`src/rtl/pdiv_pkg.sv`:
```
package pdiv_pkg;
   // configuration word field positions
   localparam int STAB_BIT   = 0;
   localparam int SEN_BIT    = 1;
   localparam int ONESHOT_BIT = 2;
   localparam int RATIO_LSB  = 4;

   typedef struct packed {
      logic stab_req;
      logic sync_en;
      logic oneshot;
   } pdiv_ctl_t;
endpackage

```
`src/rtl/pdiv_cfg.sv`:
```
module pdiv_cfg
   import pdiv_pkg::*;
#(
   parameter int RATIO_W   = 4,
   parameter int MAX_RATIO = 8,
   localparam int CFG_W    = RATIO_LSB + RATIO_W
)(
   input  logic               clk_in,
   input  logic               rst_n,
   input  logic               cfg_we,
   input  logic [CFG_W-1:0]   cfg_wdata,
   output pdiv_ctl_t          ctl,
   output logic [RATIO_W-1:0] pend_ratio
);
   localparam logic [RATIO_W-1:0] MAXV = RATIO_W'(MAX_RATIO);

   logic [RATIO_W-1:0] code_q;
   pdiv_ctl_t          ctl_q;

   always_ff @(posedge clk_in or negedge rst_n) begin
      if (!rst_n) begin
         code_q <= '0;
         ctl_q  <= '0;
      end else if (cfg_we) begin
         code_q         <= cfg_wdata[RATIO_LSB +: RATIO_W];
         ctl_q.stab_req <= cfg_wdata[STAB_BIT];
         ctl_q.sync_en  <= cfg_wdata[SEN_BIT];
         ctl_q.oneshot  <= cfg_wdata[ONESHOT_BIT];
      end
   end

   // zero means divide-by-one, anything past the limit saturates
   always_comb begin
      if (code_q == '0)      pend_ratio = RATIO_W'(1);
      else if (code_q > MAXV) pend_ratio = MAXV;
      else                   pend_ratio = code_q;
   end

   assign ctl = ctl_q;

   a_r3_pend_range: assert property (@(posedge clk_in) disable iff (!rst_n)
      (pend_ratio >= RATIO_W'(1)) && (pend_ratio <= MAXV));
endmodule

```
`src/rtl/pdiv_sync.sv`:
```
module pdiv_sync
   import pdiv_pkg::*;
#(
   parameter int STAGES = 2
)(
   input  logic      clk_in,
   input  logic      rst_n,
   input  logic      sync_in,
   input  logic      cfg_we,
   input  pdiv_ctl_t ctl,
   output logic      sync_evt,
   output logic      spent
);
   logic [STAGES-1:0] chain;
   logic              last_q;
   logic              armed_q;
   logic              spent_q;
   logic              rise;

   generate
      if (STAGES < 2) begin : g_bad_stages
         $error("pdiv_sync: STAGES must be at least 2");
      end
      for (genvar i = 0; i < STAGES; i++) begin : g_stage
         if (i == 0) begin : g_first
            always_ff @(posedge clk_in or negedge rst_n) begin
               if (!rst_n) chain[0] <= 1'b0;
               else        chain[0] <= sync_in;
            end
         end else begin : g_next
            always_ff @(posedge clk_in or negedge rst_n) begin
               if (!rst_n) chain[i] <= 1'b0;
               else        chain[i] <= chain[i-1];
            end
         end
      end
   endgenerate

   always_ff @(posedge clk_in or negedge rst_n) begin
      if (!rst_n) last_q <= 1'b0;
      else        last_q <= chain[STAGES-1];
   end

   assign rise     = chain[STAGES-1] & ~last_q;
   assign sync_evt = rise & ctl.sync_en & (~ctl.oneshot | armed_q);

   always_ff @(posedge clk_in or negedge rst_n) begin
      if (!rst_n) begin
         armed_q <= 1'b1;
         spent_q <= 1'b0;
      end else if (cfg_we) begin
         armed_q <= 1'b1;
         spent_q <= 1'b0;
      end else if (sync_evt && ctl.oneshot) begin
         armed_q <= 1'b0;
         spent_q <= 1'b1;
      end
   end

   assign spent = spent_q;

   a_r8_disabled_quiet: assert property (@(posedge clk_in) disable iff (!rst_n)
      !ctl.sync_en |-> !sync_evt);
   a_r9_no_second_take: assert property (@(posedge clk_in) disable iff (!rst_n)
      (ctl.oneshot && spent_q) |-> !sync_evt);
   a_r9_spent_marks: assert property (@(posedge clk_in) disable iff (!rst_n)
      (sync_evt && ctl.oneshot && !cfg_we) |=> spent_q);
   a_r7_single_event: assert property (@(posedge clk_in) disable iff (!rst_n)
      sync_evt |=> !sync_evt);
   a_r10_never_spent: assert property (@(posedge clk_in) disable iff (!rst_n)
      (!ctl.oneshot && !cfg_we && !spent_q) |=> !spent_q);
endmodule

```
`src/rtl/pdiv_core.sv`:
```
module pdiv_core #(
   parameter int RATIO_W     = 4,
   parameter int MAX_RATIO   = 8,
   parameter int RESET_RATIO = 1
)(
   input  logic               clk_in,
   input  logic               rst_n,
   input  logic               sync_evt,
   input  logic [RATIO_W-1:0] pend_ratio,
   output logic [RATIO_W-1:0] active_ratio,
   output logic               phase_hi
);
   logic [RATIO_W-1:0] cnt_q;
   logic [RATIO_W-1:0] act_q;
   logic               hi_q;
   logic [RATIO_W-1:0] nxt_cnt;
   logic               term;

   generate
      if (MAX_RATIO < 2 || MAX_RATIO >= (1 << RATIO_W)) begin : g_bad_max
         $error("pdiv_core: MAX_RATIO out of range for RATIO_W");
      end
      if (RESET_RATIO < 1 || RESET_RATIO > MAX_RATIO) begin : g_bad_rst
         $error("pdiv_core: RESET_RATIO out of range");
      end
   endgenerate

   assign nxt_cnt = cnt_q + 1'b1;
   assign term    = (cnt_q == act_q - 1'b1);

   always_ff @(posedge clk_in or negedge rst_n) begin
      if (!rst_n) begin
         cnt_q <= '0;
         act_q <= RATIO_W'(RESET_RATIO);
         hi_q  <= (RESET_RATIO > 1);
      end else if (sync_evt || term) begin
         cnt_q <= '0;
         act_q <= pend_ratio;
         hi_q  <= ((pend_ratio >> 1) != '0);
      end else begin
         cnt_q <= nxt_cnt;
         hi_q  <= (nxt_cnt < (act_q >> 1));
      end
   end

   assign active_ratio = act_q;
   assign phase_hi     = hi_q;

   a_r2_cnt_in_period: assert property (@(posedge clk_in) disable iff (!rst_n)
      cnt_q < act_q);
   a_r5_ratio_hold: assert property (@(posedge clk_in) disable iff (!rst_n)
      !(sync_evt || term) |=> $stable(act_q));
   a_r6_sync_restart: assert property (@(posedge clk_in) disable iff (!rst_n)
      sync_evt |=> (cnt_q == '0));
   a_r2_period_starts_high: assert property (@(posedge clk_in) disable iff (!rst_n)
      ((cnt_q == '0) && (act_q > RATIO_W'(1))) |-> hi_q);
endmodule

```
`src/rtl/pdiv_aligned.sv`:
```
module pdiv_aligned
   import pdiv_pkg::*;
#(
   parameter int RATIO_W     = 4,
   parameter int MAX_RATIO   = 8,
   parameter int RESET_RATIO = 1,
   parameter int SYNC_STAGES = 2,
   localparam int CFG_W      = RATIO_LSB + RATIO_W
)(
   input  logic             clk_in,
   input  logic             rst_n,
   input  logic             sync_in,
   input  logic             cfg_we,
   input  logic [CFG_W-1:0] cfg_wdata,
   output logic             div_clk,
   output logic             stab_en,
   output logic             sync_spent
);
   pdiv_ctl_t          ctl;
   logic [RATIO_W-1:0] pend_ratio;
   logic [RATIO_W-1:0] active_ratio;
   logic               phase_hi;
   logic               sync_evt;
   logic               bypass;

   pdiv_cfg #(.RATIO_W(RATIO_W), .MAX_RATIO(MAX_RATIO)) u_cfg (
      .clk_in(clk_in), .rst_n(rst_n), .cfg_we(cfg_we), .cfg_wdata(cfg_wdata),
      .ctl(ctl), .pend_ratio(pend_ratio));

   pdiv_sync #(.STAGES(SYNC_STAGES)) u_sync (
      .clk_in(clk_in), .rst_n(rst_n), .sync_in(sync_in), .cfg_we(cfg_we),
      .ctl(ctl), .sync_evt(sync_evt), .spent(sync_spent));

   pdiv_core #(.RATIO_W(RATIO_W), .MAX_RATIO(MAX_RATIO), .RESET_RATIO(RESET_RATIO)) u_core (
      .clk_in(clk_in), .rst_n(rst_n), .sync_evt(sync_evt), .pend_ratio(pend_ratio),
      .active_ratio(active_ratio), .phase_hi(phase_hi));

   assign bypass  = (active_ratio == RATIO_W'(1));
   assign div_clk = bypass ? clk_in : phase_hi;
   assign stab_en = ctl.stab_req | ~bypass;

   a_r4_stab_forced: assert property (@(posedge clk_in) disable iff (!rst_n)
      (active_ratio != RATIO_W'(1)) |-> stab_en);
   a_r4_stab_follows_req: assert property (@(posedge clk_in) disable iff (!rst_n)
      (active_ratio == RATIO_W'(1)) |-> (stab_en == ctl.stab_req));
endmodule

```
`config.mk`:
```
export PLATFORM = sky130hd
export DESIGN_NAME = pdiv_aligned
export DESIGN_NICKNAME = d
export VERILOG_FILES = /design/src/rtl/pdiv_pkg.sv /design/src/rtl/pdiv_cfg.sv /design/src/rtl/pdiv_sync.sv /design/src/rtl/pdiv_core.sv /design/src/rtl/pdiv_aligned.sv
export SDC_FILE = /design/constraint.sdc
export NUM_CORES = 1
export LEC_CHECK = 0
export ABC_CLOCK_PERIOD_IN_PS = 2400
export BUFFER_PORTS_ARGS = -buffer_cell sky130_fd_sc_hd__buf_2
export CAP_MARGIN = 10
export CELL_PAD_IN_SITES_DETAIL_PLACEMENT = 1
export CELL_PAD_IN_SITES_GLOBAL_PLACEMENT = 2
export CORE_MARGIN = 2
export CORE_UTILIZATION = 38
export DETAILED_ROUTE_END_ITERATION = 16
export GPL_ROUTABILITY_DRIVEN = 0
export PLACE_DENSITY_LB_ADDON = 0.05
export SETUP_SLACK_MARGIN = 0.05
export SYNTH_ARGS = -nofsm -noshare
export SYNTH_HDL_FRONTEND = slang
export SYNTH_HIERARCHICAL = 1
export SYNTH_SLANG_ARGS = --single-unit
```
`constraint.sdc`:
```
create_clock -name clk_in -period 2.4 [get_ports clk_in]
set_input_delay 0.48 -clock clk_in [delete_from_list [all_inputs] [get_ports clk_in]]
set_output_delay 0.48 -clock clk_in [all_outputs]
set_load 0.02 [all_outputs]
```
== After elaboration in Yosys (flattened, before gate mapping) ==
Cells that the tools add are included.

* Input port bits: 12
* Output and inout bits: 3
* Flip-flop bits (word level): 21
* Word-level logic and storage cells: 40

* Bitwise logic cells: 8
* Eq/ne operators: 2
* Reduce and logical (&&, ||, !) cells: 5
* Magnitude comparators: 2
* Add/sub/neg operators: 2
* Muxes and demuxes: 9

{| class="wikitable"
|+ Operators by type and width
! cell !! number
|-
| 2-to-1 mux 4 bit || 3
|-
| 2-to-1 mux 1 bit || 6
|-
| adder 4 x 1 -> 4 bit (second input constant) || 1
|-
| equality test 4 x 1 -> 1 bit (second input constant) || 1
|-
| equality test 4 bit || 1
|-
| greater-than comparator 4 bit (second input constant) || 1
|-
| logical NOT 4 bit || 1
|-
| less-than comparator 4 x 3 -> 1 bit || 1
|-
| nonzero test 4 bit || 1
|-
| subtractor 4 x 1 -> 4 bit (second input constant) || 1
|-
| AND 1 bit || 3
|-
| NOT 1 bit || 3
|-
| bitwise OR 1 bit || 2
|-
| nonzero test 2 bit || 1
|-
| logical AND 1 bit || 1
|-
| logical OR 1 bit || 1
|}

== Logic depth before layout (Yosys ltp) ==
Gate-level depths: netlist (run 1).

* Depth in word-level cells: 7
* Mapped depth: 6
* Mapped depth without buffers: 6

== Hierarchy ==
The synthesis (run 1) kept the hierarchy.

{| class="wikitable"
|+ By module, submodules not included
! module !! instances !! area each (um2) !! seq. area each (um2) !! cells each
|-
| pdiv_core || 1 || 504.2 || 226.5 || 41
|-
| pdiv_cfg || 1 || 321.6 || 175.2 || 20
|-
| pdiv_sync || 1 || 173.9 || 126.4 || 13
|-
| pdiv_aligned || 1 || 41.3 || 0.0 || 3
|}

==> results of run 1 <==
synth_stat cells (all sizes together):
cell type  number
a21boi          1
a21o            1
a41oi           1
and2            2
buf             1
clkbuf          1
dfrtp          19
dfstp           2
ha              4
inv             5
mux2           12
mux2i           1
nand2           1
nand2b          2
nand3           1
nand3b          1
nand4b          1
nor2            1
nor2b           5
nor3            3
nor4b           1
o21ai           1
o21ba           1
o22ai           1
xnor2           2
xor2            6
area by class of cell:
cell class,instances,area share
timing repair buffer,12,0.0505
sequential,21,0.444
clock buffer,7,0.0474
clock inverter,1,0.00421
inverter,5,0.0158
tap,30,0.0316
multi-input combinational,49,0.406
through the flow:
step | hold WS, ps | worst slack [ps] | total power [mW] | std cells | util
2_1_floorplan | 184 | 348 | 1.01 | 77 | -
5_1_grt | 19.6 | 83.0 | 1.51 | 125 | 0.467
3_5_place_dp | 339 | 297 | 1.14 | 118 | 0.443
4_1_cts | 9.20 | 53.6 | 1.40 | 125 | 0.463
3_3_place_gp | 338 | 297 | 1.11 | 118 | 0.443
6_report | 4.78 | 108 | 1.39 | 125 | 0.467
repair_timing:
item / CTS / global route
hold buffers: 0 / 0
gates resized for setup: 0 / 3
setup endpoints to repair: 0 / 1
setup buffers: 0 / 0
sequential cells by signal, indices dropped and copies added, names as in the netlist:
| register | flops |
|---|---|
| u_sync/chain | 2 |
| u_cfg/ctl | 3 |
| u_cfg/code_q | 4 |
| u_sync/last_q | 1 |
| u_sync/spent | 1 |
| u_core/active_ratio | 4 |
| u_sync/armed_q | 1 |
| u_core/cnt_q | 4 |
| u_core/phase_hi | 1 |
kinds of logic after synthesis:
logic type               Yosys count  share of synthesized area
multiplexers                      13                      0.165
adder cells (fa/ha/maj)            4                     0.0481
AO/OA/AOI/OAI                      6                     0.0613
buffers and inverters              7                     0.0324
XOR/XNOR                           8                     0.0673
flip-flops                        21                      0.507
AND/OR/NAND/NOR                   18                      0.119
cell usage in the layout (no fill, tap or decap), drive strengths merged:
cell / netlist / final
nor4b: 1 / 1
inv: 5 / 5
clkinv: 0 / 1
nor2b: 5 / 5
nor3: 3 / 3
xor2: 6 / 6
mux2i: 1 / 1
nand4b: 1 / 1
a41oi: 1 / 1
xnor2: 2 / 2
nand2b: 2 / 2
buf: 1 / 13
nand3: 1 / 1
and2: 2 / 2
mux2: 12 / 12
a21o: 1 / 1
a21boi: 1 / 1
nand2: 1 / 1
nand3b: 1 / 1
o21ba: 1 / 1
o22ai: 1 / 1
dfrtp: 19 / 19
o21ai: 1 / 1
dfstp: 2 / 2
nor2: 1 / 1
ha: 4 / 4
clkbuf: 1 / 6
where the power goes:
group	leakage, nW	internal [mW]	switching [mW]
combinational	0.262	0.280	0.255
clock	0.0446	0.157	0.150
sequential	0.251	0.449	0.100
total	0.558	0.886	0.505
worst min path at each step:
stage / cells after the start / slack [ps] / end
after global placement: 0 / 340 / u_sync/chain[1]
after global routing: 1 / 20 / u_sync/spent
after CTS: 1 / 9 / u_cfg/ctl[1]
after detailed placement: 0 / 340 / u_sync/chain[1]
after floorplan: 0 / 180 / u_cfg/code_q[0]
final: 1 / 5 / u_core/cnt_q[2]
layer usage:
| metal | global-route usage | up-vias | wire length [um] |
|---|---|---|---|
| li1 | - | 299 | - |
| met3 | 0.0300 | 3 | 58 |
| met2 | 0.215 | 11 | 854 |
| met1 | 0.152 | 308 | 810 |
| met4 | 0.0986 | 0 | 24 |
| met5 | 0 | - | 0 |
==> impl_metrics.tcl, run 1 <==
set metrics [dict create \
    pin_count 15 \
    skew_ps 3.44 \
    r2r_start "u_core/active_ratio[0]" \
    grt_pass1_vias 730 \
    insertion_delay_ps 410 \
    peakVddDrop_v 0.000792 \
    grt.total_usage 0.133 \
    rows 18 \
    p_leak_nw 0.558 \
    crit_fanout 2 \
    crit_path_start_kind "clock port" \
    port_buffers 13 \
    wirelength_um 1750 \
    crit_chain "clkbuf_4 > clkbuf_4 > mux2_4 > buf_6" \
    wl_per_cell_um 14.0 \
    worstMarginPinSlew_ps 474 \
    viasPerCell 4.97 \
    hold_viol 0 \
    syn_inst 77 \
    startpoint "clk_in" \
    syn_to_final_growth_pct 14.2 \
    synth_area_leader_cell "dfrtp_1" \
    die_w_um 56.3 \
    core-area_sq_um 2540 \
    critPathTopFamily "buffers and inverters" \
    cp-end-kind "output pin" \
    cts.clk_slew.worst_paths_ps 120 \
    setup_viol 0 \
    num-fill-cells 281 \
    drive_above_1_share 0.389 \
    synth_area_per_cell_sq_um 13.5 \
    cpPeakStageDelay_ps 250 \
    fin_nets 112 \
    power_density_nw_per_um2 1170 \
    crit_buf_inv 3 \
    syn-num-nets 93 \
    regArea_sq_um 528 \
    yosysWarnings 6 \
    status "complete, no violations" \
    synth_seq_cells 21 \
    multi_input_area_sq_um 483 \
    hold_path_class "primary input to asynchronous set/reset pin" \
    yosysSeqAreaShare 0.507 \
    rrSetupSlack_ps 330 \
    synth_area_leaders "dfrtp_1, mux2_4, dfstp_2, xor2_1, ha_1" \
    worst_ep_required_time_ps 1920 \
    rr_worst_depth 6 \
    drt_iter0_markers 16 \
    crit_slowest_cell "mux2_4" \
    setup.worst_path.class "clock port to output pin" \
    grt_max_degree 22 \
    antenna_found_initial 0 \
    cp.arrival_ps 1810 \
    cts_tree "yes" \
    relSlewSlack 0.684 \
    antenna_left 0 \
    initial_utilization 0.409 \
    dpl_cell_area_sq_um 1130 \
    num_vias 621 \
    crit_end "div_clk" \
    grt_first_pass_wirelength_um 3140 \
    drv_slew 0 \
    insertedDiodeCount 0 \
    post-route-cell-area_sq_um 1190 \
    yosysTopAreaCellShare 0.457 \
    synth_area_sq_um 1040 \
    reg2reg_to "u_core/active_ratio[3]" \
    remaining_drc_errors 0 \
    hpwl_um 1310 \
    tns_ps 0 \
    die_y_um 56.3 \
    path_depth 4 \
    synth_cell_type_count 28 \
    drv_cap 0 \
    grt_remaining_overflow 0 \
    rsz0062_at_grt "no" \
    path_common_cell "clkbuf_4" \
    dieArea_sq_um 3170 \
    drt-pass1-iter-count 4 \
]
(Power assumes the default switching activity.)
==> run 2, diff against run 1 <==
Settings changed: CORE_UTILIZATION 38 to 36, CTS_CLUSTER_DIAMETER set to 100, SYNTH_HIERARCHICAL 1 to not set.
==> run 2 against run 1 <==
Synthesized cell count grew 1.3%. Setup slack got worse by 18 ps. Design area is 4.3% lower. Combinational power increased by 0.7%.
==> impl_metrics.tcl, run 2 <==
set metrics [dict create \
    status "complete, no violations" \
    timing.hold.ws_ps 4.61 \
    crit_slowest_cell "mux2_2" \
    path_common_cell "clkbuf_4" \
    post-route-cell-area_sq_um 1140 \
    synth_seq_cells 21 \
    holdBufCountCts 0 \
    rows 18 \
    syn_to_final_growth_pct 16.1 \
    peakVddDrop_v 0.000592 \
    yosysWarnings 0 \
    insertedDiodeCount 0 \
    pwr-share-comb 0.400 \
    fin_nets 115 \
    synth.most_common_cell "dfrtp_1" \
    clkPwrFrac 0.209 \
    cts_tree "yes" \
    dpl_cell_area_sq_um 1090 \
    die_y_um 56.2 \
    power_density_nw_per_um2 1180 \
    rr_worst_depth 7 \
    drt_iter0_markers 9 \
    syn-num-nets 95 \
    mostFrequentLayoutCell "dfrtp_1" \
    grt.total_usage 0.138 \
    synth_area_leader_cell "dfrtp_1" \
    hpwl_um 1320 \
    pin_count 15 \
    cts.clk_slew.worst_paths_ps 120 \
    final_util 0.451 \
    syn_inst 78 \
    cp.arrival_ps 1830 \
    insertion_delay_ps 410 \
    intPower_mw 0.879 \
    port_buffers 13 \
    wl_per_cell_um 14.3 \
    pwr-share-seq 0.391 \
    setup.worst_path.class "clock port to output pin" \
    antenna_found_initial 0 \
    rsz0062_at_grt "no" \
    cts_resized 0 \
    hold_path_class "primary input to asynchronous set/reset pin" \
    synth_area_leaders "dfrtp_1, mux2_2, ha_1, dfstp_2, mux2i_1" \
    switching_share 0.347 \
    drt-pass1-iter-count 3 \
    antenna_left 0 \
    crit_fanout 2 \
    yosysSeqAreaShare 0.539 \
    synth_area_per_cell_sq_um 12.6 \
    grt_pass1_vias 712 \
    synth_cell_type_count 25 \
    tns_ps 0 \
    yosys-top-cells-count "dfrtp_1, mux2_2, ha_1, inv_1, nor2_1" \
    reg2reg_to "u_core.active_ratio[3]" \
    yosysTopAreaCellShare 0.485 \
    worst_ep_required_time_ps 1920 \
    setup_viol 0 \
    power.switching_mw 0.468 \
    synth_edf_count 0 \
    post_cts_buffers 0 \
    num_vias 628 \
    drv_slew 0 \
    r2r_start "u_core.active_ratio[0]" \
    initial_utilization 0.388 \
    cpPeakStageDelay_ps 250 \
    hold_viol 0 \
    grt_first_pass_wirelength_um 3220 \
    layout_common_cells "dfrtp_1, buf_2, mux2_2" \
    drive_above_1_share 0.340 \
    viasPerCell 4.94 \
    p_leak_nw 0.532 \
    worstMarginPinSlew_ps 481 \
    synthArstFlopShare 1.00 \
    dieArea_sq_um 3150 \
    grt_max_degree 22 \
    relSlewSlack 0.680 \
    skew_ps 0.715 \
    rrSetupSlack_ps 320 \
    synth_area_sq_um 980 \
    crit_path_start_kind "clock port" \
    die_w_um 56.2 \
    core-area_sq_um 2520 \
    crit_chain "clkbuf_4 > clkbuf_4 > mux2_2 > buf_2" \
    cp-end-kind "output pin" \
    drv_cap 0 \
    wirelength_um 1820 \
    synth_ff_type "dfrtp_1" \
    grt_remaining_overflow 0 \
    remaining_drc_errors 0 \
]
==> run 2: worst max-delay path by stage <==
stage | start | to | slack, ps | cells after the start
6_report | clk_in | div_clk | 90 | 4
4_1_cts | clk_in | div_clk | 80 | 4
3_3_place_gp | clk_in | div_clk | 330 | 2
2_1_floorplan | clk_in | div_clk | 420 | 1
5_1_grt | clk_in | div_clk | 50 | 4
3_5_place_dp | u_core.active_ratio[0] | u_core.active_ratio[3] | 320 | 7
==> run 2: kinds of logic (layout without fill, tap and decap cells) <==
logic type,Yosys count,after routing,share of synthesized area
xor gates and xnor gates,7,7,0.0766
muxes,13,13,0.148
and+or+nand+nor,19,19,0.0971
DFF,21,21,0.539
AOI/OAI and AO/OA,6,6,0.0409
adders and majority gates,5,5,0.0639
buffers and inverters,7,26,0.0345
==> run 2: cell type report <==
type                       instances  area (sq um)
clock buffer                       7          50.0
clock inverter                     1          5.00
fill                             289          1390
multi-input combinational         50           418
sequential                        21           528
tap                               30          37.5
timing repair buffer              13          80.1
inverter                           5          18.8
==> run 2: power by group through the flow <==
stage | combinational, mW | clock (mW) | sequential (mW)
3_3_place_gp | 0.529 | 0.0393 | 0.534
2_1_floorplan | 0.420 | 0.0303 | 0.514
4_1_cts | 0.553 | 0.299 | 0.532
6_report | 0.539 | 0.282 | 0.527
3_5_place_dp | 0.546 | 0.0393 | 0.539
5_1_grt | 0.625 | 0.321 | 0.544
==> run 2: metal layers <==
layer  GRT usage  vias to the layer above  wire [um]
li1            -                      300          -
met1       0.166                      308        806
met2       0.215                       15        916
met3      0.0326                        5         61
met4      0.0986                        0         33
met5           0                        -          0
==> run 2: critical path: cells and delay by family <==
family                 cells  cell delay (ps)
buffers and inverters      3              390
multiplexers               1              250
==> run 2: metrics by stage <==
step                setup WS [ps]  total power [mW]  instances
floorplan                     418             0.965         78
global placement              334              1.10        120
detailed placement            319              1.12        120
CTS                          78.9              1.38        127
global route                 54.5              1.49        127
finish                       89.7              1.35        127
==> run 3, diff against run 2 <==
Settings changed: PLACE_DENSITY set to 0.8, PLACE_DENSITY_LB_ADDON 0.05 to not set.
==> run 3 against run 2 <==
Die area unchanged. Hold slack better by 150 ps. Clock power up 2%. Setup slack better by 6.4 ps. Total power up 0.20%. Critical path type unchanged. Largest power group is now registers.
==> impl_metrics.tcl, run 3 (synthesis gave the netlist of run 2 again) <==
set metrics [dict create \
    crit_fanout 2 \
    crit_chain "clkbuf_4 > clkbuf_4 > mux2_2 > buf_2" \
    intPower_mw 0.869 \
    initial_utilization 0.388 \
    status "complete, no violations" \
    power.switching_mw 0.481 \
    multi_input_area_sq_um 418 \
    insertedDiodeCount 0 \
    clkPwrFrac 0.213 \
    peakVddDrop_v 0.000656 \
    drt-pass1-iter-count 3 \
    dieArea_sq_um 3150 \
    crit_buf_inv 3 \
    cts.clk_slew.worst_paths_ps 120 \
    num-fill-cells 287 \
    grt_remaining_overflow 0 \
    p_leak_nw 0.538 \
    cp-end-kind "output pin" \
    grt_pass1_vias 763 \
    drv_cap 0 \
    antenna_found_initial 0 \
    crit_slowest_cell "mux2_2" \
    pwr-share-comb 0.393 \
    grt.total_usage 0.149 \
    critPathTopFamily "buffers and inverters" \
    antenna_left 0 \
    viasPerCell 4.90 \
    switching_share 0.357 \
    port_buffers 13 \
    die_w_um 56.2 \
    regArea_sq_um 528 \
    drv_slew 0 \
    worst_ep_required_time_ps 1920 \
    dp_worst_setup_slack_ps 293 \
    crit_path_start_kind "clock port" \
    wl_per_cell_um 14.8 \
    cpPeakStageDelay_ps 240 \
    rows 18 \
    skew_ps 4.64 \
    layout_common_cells "dfrtp_1, buf_2, mux2_2" \
    cts_resized 0 \
    setup.worst_path.class "clock port to output pin" \
    hpwl_um 1440 \
    power_density_nw_per_um2 1180 \
    cts_tree "yes" \
    path_common_cell "clkbuf_4" \
    insertion_delay_ps 420 \
    mostFrequentLayoutCell "dfrtp_1" \
    num_vias 632 \
    tns_ps 0 \
    grt_max_degree 22 \
    rsz0062_at_grt "no" \
    pwr-share-seq 0.395 \
    pin_count 15 \
    worstMarginPinSlew_ps 477 \
    relSlewSlack 0.682 \
    hold_path_class "primary input to flip-flop" \
    remaining_drc_errors 0 \
    fin_nets 117 \
    hold_viol 0 \
    wirelength_um 1900 \
    grt_first_pass_wirelength_um 3370 \
    syn_to_final_growth_pct 16.6 \
    holdBufCountCts 1 \
    setup_viol 0 \
    post_cts_buffers 0 \
    drive_above_1_share 0.343 \
    die_y_um 56.2 \
    drt_iter0_markers 6 \
    core-area_sq_um 2520 \
    cp.arrival_ps 1820 \
    setup_ws_ps 96.1 \
]
==> run 3: cell types whose count changed in the layout (fill, tap and decap cells not counted), sizes merged <==
| cell | previous run | this run |
|---|---|---|
| buf | 14 | 15 |
| dlygate4sd3 | 0 | 1 |
==> run 3: layout make-up <==
| cell class | count | area share |
|---|---|---|
| sequential | 21 | 0.462 |
| clock buffer | 7 | 0.0438 |
| timing repair buffer | 15 | 0.0745 |
| clock inverter | 1 | 0.00438 |
| inverter | 5 | 0.0164 |
| multi-input combinational | 50 | 0.366 |
| tap | 30 | 0.0329 |
==> run 3: worst register-to-register path, stage by stage, from the launching register on <==
cell and delay [ps]:
dfstp_2 590, inv_1 70, ha_1 210, xnor3_1 360
nand3_1 80, o21bai_1 300, buf_4 210, mux2i_1 200
==> run 3: final timing paths <==
check	startpoint	endpoint	slack, ps	cells after the start
worst min-delay path	sync_in	u_sync.chain[0]	160	1
worst max-delay path	clk_in	div_clk	100	4
worst max register to register	u_core.active_ratio[0]	u_core.active_ratio[0]	300	7
max in group asynchronous	rst_n	u_core.active_ratio[0]	1510	2
worst min register to register	u_sync.chain[0]	u_sync.chain[1]	370	0
min in group asynchronous	rst_n	u_core.phase_hi	530	2
==> run 3: metal layers <==
layer	wire, um	share of wire	vias up	track usage
li1	-	-	303	-
met1	771	0.41	314	0.151
met2	1030	0.54	11	0.254
met3	62	0.033	4	0.0535
met4	36	0.019	0	0.102
met5	0	0	-	0
==> run 3: power groups by stage <==
stage / Clock (mW) / Combinational (mW) / Sequential, mW
final: 0.287 / 0.530 / 0.533
after global placement: 0.0393 / 0.496 / 0.538
after detailed placement: 0.0393 / 0.540 / 0.543
after floorplan: 0.0303 / 0.420 / 0.514
after global routing: 0.326 / 0.609 / 0.549
after CTS: 0.301 / 0.543 / 0.535
==> run 3: stage by stage <==
step	util	total power, mW	hold slack [ps]	cell area (sq um)	std cells
floorplan	-	0.965	184	980	78
global placement	0.429	1.07	336	1080	121
detailed placement	0.429	1.12	339	1080	121
CTS	0.453	1.38	136	1140	129
global route	0.453	1.48	109	1140	129
finish	0.453	1.35	157	1140	129
